$ cat config.mk
export PLATFORM = sky130hd
export DESIGN_NAME = regmap_decoder
export DESIGN_NICKNAME = d
export VERILOG_FILES = /design/src/rtl/regmap_pkg.sv /design/src/rtl/addr_match.sv /design/src/rtl/wide_decode.sv /design/src/rtl/array_decode.sv /design/src/rtl/field_strobe.sv /design/src/rtl/regmap_decoder.sv
export SDC_FILE = /design/constraint.sdc
export NUM_CORES = 1
export LEC_CHECK = 0
export ABC_CLOCK_PERIOD_IN_PS = 1100
export BUFFER_PORTS_ARGS = -buffer_cell sky130_fd_sc_hd__buf_2
export CORE_AREA = 2 2 39 41
export DETAILED_ROUTE_END_ITERATION = 10
export DIE_AREA = 0 0 41 43
export PLACE_DENSITY = 0.67
export SLEW_MARGIN = 20
export SYNTH_ARGS = -nofsm -noshare
export SYNTH_HDL_FRONTEND = slang
export SYNTH_SLANG_ARGS = --single-unit
$ cat constraint.sdc
create_clock -name clk -period 1.1 [get_ports clk]
set_input_delay 0.11 -clock clk [delete_from_list [all_inputs] [get_ports clk]]
set_output_delay 0.11 -clock clk [all_outputs]
set_load 0.03 [all_outputs]
$ cat src/rtl/regmap_pkg.sv
package regmap_pkg;

  // Bit mask of the subwords that bit range [msb:lsb] overlaps.
  function automatic logic [31:0] span_mask(input int lsb, input int msb, input int acc_w);
    logic [31:0] m;
    m = '0;
    for (int w = lsb / acc_w; w <= msb / acc_w; w++) m[w] = 1'b1;
    return m;
  endfunction

endpackage

$ cat src/rtl/addr_match.sv
module addr_match #(
  parameter int          ADDR_W = 16,
  parameter int unsigned OFFSET = 0
) (
  input  logic              valid,
  input  logic [ADDR_W-1:0] addr,
  output logic              hit
);
  localparam logic [ADDR_W-1:0] OFF = ADDR_W'(OFFSET);

  assign hit = valid && (addr == OFF);
endmodule

$ cat src/rtl/wide_decode.sv
module wide_decode #(
  parameter int          ADDR_W = 16,
  parameter int unsigned OFFSET = 8,
  parameter int          N_SUB  = 2,
  parameter int          STEP   = 4
) (
  input  logic              valid,
  input  logic [ADDR_W-1:0] addr,
  output logic [N_SUB-1:0]  sub_hit
);
  for (genvar s = 0; s < N_SUB; s++) begin : g_sub
    addr_match #(.ADDR_W(ADDR_W), .OFFSET(OFFSET + s * STEP)) u_m (
      .valid(valid), .addr(addr), .hit(sub_hit[s])
    );
  end
endmodule

$ cat src/rtl/array_decode.sv
module array_decode #(
  parameter int          ADDR_W      = 16,
  parameter int unsigned BASE        = 32,
  parameter int          D0          = 2,
  parameter int          D1          = 3,
  parameter int          ELEM_STRIDE = 4
) (
  input  logic              valid,
  input  logic [ADDR_W-1:0] addr,
  output logic [D0*D1-1:0]  elem_hit
);
  // inner stride is the element stride, outer is inner times inner size
  localparam int INNER = ELEM_STRIDE;
  localparam int OUTER = INNER * D1;

  for (genvar i = 0; i < D0; i++) begin : g_outer
    for (genvar j = 0; j < D1; j++) begin : g_inner
      addr_match #(.ADDR_W(ADDR_W), .OFFSET(BASE + i * OUTER + j * INNER)) u_m (
        .valid(valid), .addr(addr), .hit(elem_hit[i*D1+j])
      );
    end
  end
endmodule

$ cat src/rtl/field_strobe.sv
module field_strobe
  import regmap_pkg::*;
#(
  parameter int N_SUB = 2,
  parameter int LSB   = 0,
  parameter int MSB   = 7,
  parameter int ACC_W = 32
) (
  input  logic [N_SUB-1:0] sub_hit,
  output logic             strb
);
  localparam logic [31:0]      FULL = span_mask(LSB, MSB, ACC_W);
  localparam logic [N_SUB-1:0] MASK = FULL[N_SUB-1:0];

  assign strb = |(sub_hit & MASK);
endmodule

$ cat src/rtl/regmap_decoder.sv
module regmap_decoder #(
  parameter int          ADDR_W      = 16,
  parameter int          ACC_W       = 32,
  parameter int unsigned MAP_BASE    = 32'h1000,
  parameter int          N_PLAIN     = 2,
  parameter int unsigned PLAIN_ABS [N_PLAIN] = '{32'h1000, 32'h1004},
  parameter int unsigned WIDE_ABS    = 32'h1008,
  parameter int          WIDE_W      = 64,
  parameter int          N_FIELD     = 3,
  parameter int          FIELD_LSB [N_FIELD] = '{0, 24, 40},
  parameter int          FIELD_MSB [N_FIELD] = '{7, 39, 47},
  parameter int unsigned ARR_ABS     = 32'h1020,
  parameter int          ARR_D0      = 2,
  parameter int          ARR_D1      = 3,
  parameter int          ARR_STRIDE  = 4
) (
  input  logic                     clk,
  input  logic                     rst,
  input  logic                     req_valid,
  input  logic [ADDR_W-1:0]        req_addr,
  output logic [N_PLAIN-1:0]       plain_strb,
  output logic [WIDE_W/ACC_W-1:0]  wide_strb,
  output logic [N_FIELD-1:0]       field_strb,
  output logic [ARR_D0*ARR_D1-1:0] arr_strb,
  output logic                     miss
);
  localparam int N_SUB = WIDE_W / ACC_W;
  localparam int ACC_B = ACC_W / 8;
  localparam int N_ARR = ARR_D0 * ARR_D1;

  logic [N_PLAIN-1:0] plain_c;
  logic [N_SUB-1:0]   wide_c;
  logic [N_FIELD-1:0] field_c;
  logic [N_ARR-1:0]   arr_c;
  logic               miss_c;

  for (genvar k = 0; k < N_PLAIN; k++) begin : g_plain
    addr_match #(.ADDR_W(ADDR_W), .OFFSET(PLAIN_ABS[k] - MAP_BASE)) u_m (
      .valid(req_valid), .addr(req_addr), .hit(plain_c[k])
    );
  end

  wide_decode #(
    .ADDR_W(ADDR_W), .OFFSET(WIDE_ABS - MAP_BASE), .N_SUB(N_SUB), .STEP(ACC_B)
  ) u_wide (
    .valid(req_valid), .addr(req_addr), .sub_hit(wide_c)
  );

  for (genvar f = 0; f < N_FIELD; f++) begin : g_field
    field_strobe #(
      .N_SUB(N_SUB), .LSB(FIELD_LSB[f]), .MSB(FIELD_MSB[f]), .ACC_W(ACC_W)
    ) u_f (
      .sub_hit(wide_c), .strb(field_c[f])
    );
  end

  array_decode #(
    .ADDR_W(ADDR_W), .BASE(ARR_ABS - MAP_BASE), .D0(ARR_D0), .D1(ARR_D1),
    .ELEM_STRIDE(ARR_STRIDE)
  ) u_arr (
    .valid(req_valid), .addr(req_addr), .elem_hit(arr_c)
  );

  assign miss_c = req_valid && !(|{plain_c, wide_c, arr_c});

  always_ff @(posedge clk) begin
    if (rst) begin
      plain_strb <= '0;
      wide_strb  <= '0;
      field_strb <= '0;
      arr_strb   <= '0;
      miss       <= 1'b0;
    end else begin
      plain_strb <= plain_c;
      wide_strb  <= wide_c;
      field_strb <= field_c;
      arr_strb   <= arr_c;
      miss       <= miss_c;
    end
  end
endmodule

==> metrics.log, run 1 <==
INFO  metric power_report.internal_total = 0.000674 W
INFO  metric vias = 423
INFO  metric grtUsageTotal = 11.8%
INFO  metric design.final.nets = 95
INFO  metric power.share.combinational = 9.2%
INFO  metric synth_area_leaders = sky130_fd_sc_hd__dfxtp_1 (55%), sky130_fd_sc_hd__nor3_1 (12%), sky130_fd_sc_hd__nor4b_4 (5.5%)
INFO  metric cts-resized-gates = 0
INFO  metric ir_drop = 441 uV
INFO  metric synthesis.nets = 59
INFO  metric worst_setup_end_kind = output pin
INFO  metric grt_remaining_overflow = 0
INFO  metric drt-total-wl = 872 um
INFO  metric maxcap_violations = 0
INFO  metric hold_path.class = in -> reg
INFO  metric timing.critical_path.slowest_stage_cell = sky130_fd_sc_hd__dfxtp_1
INFO  metric timing.slew.headroom = 73.6%
INFO  metric synthesis.area = 433 um2
INFO  metric number_of_design_rule_violations_left_after_detail_routing = 0
INFO  metric clockRootBuffer = sky130_fd_sc_hd__clkbuf_4
INFO  metric number_of_global_route_vias_before_repair = 377
INFO  metric rsz0062_at_grt = false
INFO  metric maximum_operating_frequency = 1120 MHz
INFO  metric vias_per_cell = 4.65
INFO  metric grt_pass1_wl = 1.39 mm
INFO  metric grt_max_degree = 8
INFO  metric drive_above_1_share = 53.3%
INFO  metric cp_slowest_stage_delay = 330 ps
INFO  metric cts_inserted_buffers = 3
INFO  metric path_class = reg -> out
INFO  metric total_power = 0.000853 W
INFO  metric critPathTopFamily = flip-flops
INFO  metric yosys_most_used_dff = sky130_fd_sc_hd__dfxtp_1
INFO  metric p_sw = 0.000179 W
INFO  metric antennaDiodeCount = 0
INFO  metric setup_viol = 0
INFO  metric detailedRoute.firstPassIterationCount = 4
INFO  metric fin_tns_setup = 0 ps
INFO  metric cellLeakagePower = 0.301 nW
INFO  metric cts_sinks = 12
INFO  metric layout_setup_ws = 207 ps
INFO  metric power.density_cell_area = 1320 nW/um2
INFO  metric cts.path.max_buffers = 2
INFO  metric worstPathMaxFanout = 2
INFO  metric antenna_violations_before_repair = 0
INFO  metric final_hold_violating_endpoints = 0
INFO  metric die_w = 41 um
INFO  metric fp.dieArea = 1760 um2
INFO  metric postRouteAntennaNets = 0
INFO  metric worst-slew-pin-transition = 385 ps
INFO  metric synth.top_cell.area_share = 55.5%
INFO  metric cp.arrival = 780 ps
INFO  metric share_of_power_burned_in_registers = 51.1%
INFO  metric post_synth_edffs = 0
INFO  metric synthesis.area_per_instance = 10.8 um2
INFO  metric synthesis.instances = 40
INFO  metric yosys.cell_count.top_type = sky130_fd_sc_hd__dfxtp_1
INFO  metric finalCritPeriodShare = 81.2%
INFO  metric preCtsSetupSlack = -47.7 ps
INFO  metric worstPathBufferInverterCount = 1
INFO  metric place_congestion = 0.792
INFO  metric core-area = 1380 um2
INFO  metric cts_setup_buffers = 0
INFO  metric globalRouteMet2Util = 17.2%
INFO  metric slew_viol_final = 0
INFO  metric first_iter_violations = 3
INFO  metric syn_to_final_growth = 49.7%
INFO  metric top_usage_layer = met2
INFO  metric cts_htree_levels = 1
INFO  metric finalCriticalPeriod = 893 ps
INFO  metric asyncSetResetFlopFracSynth = 0%
INFO  metric pwr-share-clk = 39.7%
INFO  metric drt-wirelength-per-cell = 9.58 um
INFO  metric dpl.hpwl = 739 um
INFO  metric rows = 14
INFO  metric cts-hold-fix-buffers = 0
INFO  metric sw_frac_of_total = 21.0%
INFO  metric pin_count = 33
INFO  metric grt.met1_usage = 13.5%
INFO  metric yosysWarnings = 0
INFO  metric sequential_fraction_of_the_synthesis_area = 55.5%
INFO  metric tritoncts = yes
INFO  metric layout.core_utilization = 46.8%
INFO  metric crit_required = 990 ps
INFO  metric clkSlewWorstSetupHoldPaths = 80 ps
INFO  metric fp.dieH = 43 um
INFO  metric globalRouteMet3Util = 3.66%
INFO  metric cells_along_the_critical_path = buf_2
INFO  metric flip_flop_and_latch_count_after_synthesis = 12
INFO  metric ys_top_cells_by_count = sky130_fd_sc_hd__dfxtp_1 (12), sky130_fd_sc_hd__nor3_1 (10), sky130_fd_sc_hd__nor2_1 (3)
INFO  metric io_buffers = 32
INFO  metric post_synth_num_cell_types = 16
INFO  metric initial_core_util = 31.3%
INFO  metric setup.worst_path.start_class = register
INFO  metric post_synthesis_cell_type_with_the_largest_combined_area = sky130_fd_sc_hd__dfxtp_1
INFO  metric run_status = completed
==> registers in the layout, indices dropped and copies added, names as in the netlist <==
name and flops:
field_strb 1, arr_strb 6, miss 1, plain_strb 2
wide_strb 2
==> cell usage in the layout (no fill, tap or decap), drive strengths merged <==
cell type and n:
a2111oi 1, a41oi 1, buf 33, clkbuf 4, dfxtp 12, inv 1
nand2 1, nand2b 2, nand3 1, nand3b 1, nand4 1, nand4b 1
nor2 3, nor3 10, nor4 2, nor4b 1
==> cells by family after synthesis <==
group	share of synthesized area (%)
simple gates	36.1
buf+inv	4.33
compound gates	4.05
flops	55.5
==> routing by layer <==
metal / share of wire (%) / routed length, um
met5: 0 / 0
met4: 0 / 0
met3: 10 / 88
met2: 50 / 433
met1: 40 / 350
==> final timing paths <==
path / startpoint / endpoint / slack [ps] / cells past startpoint
setup / recovery: wide_strb[0] / field_strb[0] / 210 / 1
hold / removal: req_addr[2] / arr_strb[4] / 90 / 2
==> cell type report <==
class / instances / area, um2
flip-flops and latches: 12 / 240
fillers: 138 / 736
multi-input cells: 25 / 180
clock buffers: 4 / 36.3
inverters: 1 / 3.75
well taps: 16 / 20.0
repair buffers: 33 / 168
==> per-stage QoR <==
step | instance area (um2) | hold WS [ps] | cells
2_1_floorplan | 433 | 189 | 40
3_3_place_gp | 606 | 365 | 87
3_5_place_dp | 606 | 373 | 87
4_1_cts | 642 | 87.9 | 91
5_1_grt | 648 | 93.1 | 91
6_report | 648 | 91.2 | 91
==> power by group through the flow <==
stage	Combinational, W	Sequential (W)	Clock (W)
global route	0.0000865	0.000436	0.000364
CTS	0.0000758	0.000436	0.000345
global placement	0.0000738	0.000447	0
finish	0.0000782	0.000436	0.000339
floorplan	0.0000187	0.000451	0
detailed placement	0.0000753	0.000447	0
Power figures use the tool's default switching activity.
==> run 2, diff against run 1 <==
--- a/config.mk
+++ b/config.mk
@@ -5,7 +5,7 @@
 export SDC_FILE = /design/constraint.sdc
 export NUM_CORES = 1
 export LEC_CHECK = 0
-export ABC_CLOCK_PERIOD_IN_PS = 1100
+export ABC_CLOCK_PERIOD_IN_PS = 900
 export BUFFER_PORTS_ARGS = -buffer_cell sky130_fd_sc_hd__buf_2
 export CORE_AREA = 2 2 39 41
 export DETAILED_ROUTE_END_ITERATION = 10
==> constraint.sdc (replaced) <==
create_clock -name clk -period 0.9 [get_ports clk]
set_input_delay 0.09 -clock clk [delete_from_list [all_inputs] [get_ports clk]]
set_output_delay 0.09 -clock clk [all_outputs]
set_load 0.03 [all_outputs]
==> run 2 against run 1 <==
  * Sequential power up 22%
  * Count of clock-buffer cells in the layout unchanged
  * Total power up 24%
  * Global-route usage is 0.28 points higher
  * Clock power is 25% higher
  * Via count rose by 5.2%
  * First-iteration DRC count increased by 67%
  * Sequential share of layout area is 2.3 points lower
  * Critical path type unchanged
  * Critical endpoint is now arr_strb[4]
  * Largest cell class unchanged
==> metrics.log, run 2 (synthesis results as in run 1) <==
INFO  metric run_status = completed
INFO  metric rows = 14 (unchanged)
INFO  metric clockRootBuffer = sky130_fd_sc_hd__clkbuf_4
INFO  metric tritoncts = yes
INFO  metric antenna_violations_before_repair = 0 (unchanged)
INFO  metric postRouteAntennaNets = 0 (unchanged)
INFO  metric initial_core_util = 31.3% (unchanged)
INFO  metric cells_along_the_critical_path = buf_2
INFO  metric min_path_cells = 2 (unchanged)
INFO  metric largest_registers = arr_strb x6, plain_strb x2, wide_strb x2
INFO  metric vias = 445 (+5.2%)
INFO  metric hold_path.class = in -> reg
INFO  metric finalCritPeriodShare = 97.0%
INFO  metric maxcap_violations = 0 (unchanged)
INFO  metric final_std_cells_w_o_fill = 95 (+4.4%)
INFO  metric maximum_operating_frequency = 1150 MHz
INFO  metric drt-total-wl = 951 um (+9.1%)
INFO  metric first_iter_violations = 5 (+2)
INFO  metric worst_setup_end_kind = output pin
INFO  metric design.final.nets = 99 (+4.2%)
INFO  metric numPlacedInstances = 90 (+3.4%)
INFO  metric place_congestion = 0.775 (-2.2%)
INFO  metric cp.arrival = 780 ps (about the same)
INFO  metric ir_drop = 837 uV (+90%)
INFO  metric cts-hold-fix-buffers = 0 (unchanged)
INFO  metric detailedRoute.firstPassIterationCount = 3 (-1)
INFO  metric seqCellArea = 240 um2 (unchanged)
INFO  metric cp_slowest_stage_delay = 320 ps (about the same)
INFO  metric share_of_power_burned_in_registers = 50.4% (-0.7 points)
INFO  metric syn_to_final_growth = 59.8%
INFO  metric worstPathBufferInverterCount = 1 (unchanged)
INFO  metric cts.path.max_buffers = 2 (unchanged)
INFO  metric worst-slew-pin-transition = 387 ps (+1.29 ps)
INFO  metric largest_reg_flops = 6 (unchanged)
INFO  metric hold-path-endpoint = arr_strb[4]
INFO  metric number_of_design_rule_violations_left_after_detail_routing = 0 (unchanged)
INFO  metric pin_count = 33 (unchanged)
INFO  metric antennaDiodeCount = 0 (unchanged)
INFO  metric vias_per_cell = 4.68 (+0.77%)
INFO  metric p_sw = 0.000227 W (+27%)
INFO  metric preCtsSetupSlack = -240 ps (-192 ps)
INFO  metric path_class = reg -> out
INFO  metric grt_remaining_overflow = 0 (unchanged)
INFO  metric setup.worst_path.start_class = register
INFO  metric multiInputGateArea = 184 um2 (+2.1%)
INFO  metric grt_max_degree = 8 (unchanged)
INFO  metric drive_above_1_share = 57.0% (+3.6 points)
INFO  metric setup_viol = 0 (unchanged)
INFO  metric power_report.internal_total = 0.000831 W (+23%)
INFO  metric rsz0062_at_grt = true
INFO  metric timing.critical_path.slowest_stage_cell = sky130_fd_sc_hd__dfxtp_1
INFO  metric total_power = 0.00106 W (+24%)
INFO  metric worstHoldStart = req_addr[2]
INFO  metric die_w = 41 um (unchanged)
INFO  metric timing.slew.headroom = 73.6% (-0.088 points)
INFO  metric critPathTopFamily = flip-flops
INFO  metric layout.cells.most_common = sky130_fd_sc_hd__buf_2
INFO  metric grt_pass1_wl = 1.41 mm (+2.0%)
INFO  metric drt-wirelength-per-cell = 10.0 um (+4.5%)
INFO  metric max_flop_register = arr_strb
INFO  metric finalCriticalPeriod = 873 ps
INFO  metric timing.hold.ws = 60.5 ps (-30.7 ps)
INFO  metric grtUsageTotal = 12.1% (+0.28 points)
INFO  metric cts_inserted_buffers = 3 (unchanged)
INFO  metric fp.dieH = 43 um (unchanged)
INFO  metric crit_required = 810 ps (-180 ps)
INFO  metric slew_viol_final = 0 (unchanged)
INFO  metric most-common-layout-cells = sky130_fd_sc_hd__buf_2 (28), sky130_fd_sc_hd__dfxtp_1 (12), sky130_fd_sc_hd__buf_4 (9)
INFO  metric number_of_global_route_vias_before_repair = 380 (+0.80%)
INFO  metric fillers = 142 (+2.9%)
INFO  metric cts_htree_levels = 1 (unchanged)
INFO  metric power.density_cell_area = 1530 nW/um2 (+16%)
INFO  metric fp.dieArea = 1760 um2 (unchanged)
INFO  metric core-area = 1380 um2 (unchanged)
INFO  metric pwr-share-clk = 40.1% (+0.4 points)
INFO  metric worstPathMaxFanout = 1 (-1)
INFO  metric power.share.combinational = 9.6% (+0.4 points)
INFO  metric final_hold_violating_endpoints = 0 (unchanged)
INFO  metric fin_tns_setup = 0 ps (unchanged)
INFO  metric cts_sinks = 12 (unchanged)
INFO  metric clkSlewWorstSetupHoldPaths = 70 ps (about the same)
INFO  metric io_buffers = 32 (unchanged)
INFO  metric sw_frac_of_total = 21.5% (+0.49 points)
INFO  metric layout_setup_ws = 27.2 ps (-180 ps)
INFO  metric cellLeakagePower = 0.320 nW (+6.1%)
run 2: routing by layer:
layer	routed length [um]	track usage, %	vias up
li1	-	-	225
met1	365	12.1	190
met2	486	20.3	28
met3	81	3.14	2
met4	19	8.00	0
met5	0	0	-
run 2: worst max-delay path by stage:
stage                 start             to  cells after the start  slack [ps]
2_1_floorplan   req_addr[7]    arr_strb[0]                      3          40
3_3_place_gp    req_addr[0]  plain_strb[1]                      4        -210
3_5_place_dp    req_addr[0]  plain_strb[1]                      4        -240
4_1_cts        wide_strb[1]  field_strb[2]                      1          -3
5_1_grt        wide_strb[1]   wide_strb[1]                      1          -9
6_report        arr_strb[4]    arr_strb[4]                      1          30
run 2: power by group through the flow:
stage	clock [W]	combinational [W]	sequential, W
finish	0.000424	0.000101	0.000533
global route	0.000450	0.000112	0.000533
CTS	0.000427	0.000101	0.000533
detailed placement	0	0.000101	0.000546
global placement	0	0.0000981	0.000546
floorplan	0	0.0000228	0.000551
run 2: timing repair:
item	4_1_cts	5_1_grt
pin swaps	0	2
setup buffers	0	1
endpoints found under the setup margin	2	9
resized for setup	0	10
run 2: per-stage QoR:
stage | cell area [um2] | utilization [%]
2_1_floorplan | 433 | -
3_3_place_gp | 628 | 45.4
3_5_place_dp | 628 | 45.4
4_1_cts | 664 | 48.0
5_1_grt | 692 | 50.0
6_report | 692 | 50.0
run 2: final cells by class:
type | instances | share of cell area [%]
Timing Repair Buffer | 37 | 30.0
Multi-Input combinational cell | 25 | 26.6
Inverter | 1 | 0.542
Sequential cell | 12 | 34.7
Tap cell | 16 | 2.89
Clock buffer | 4 | 5.24
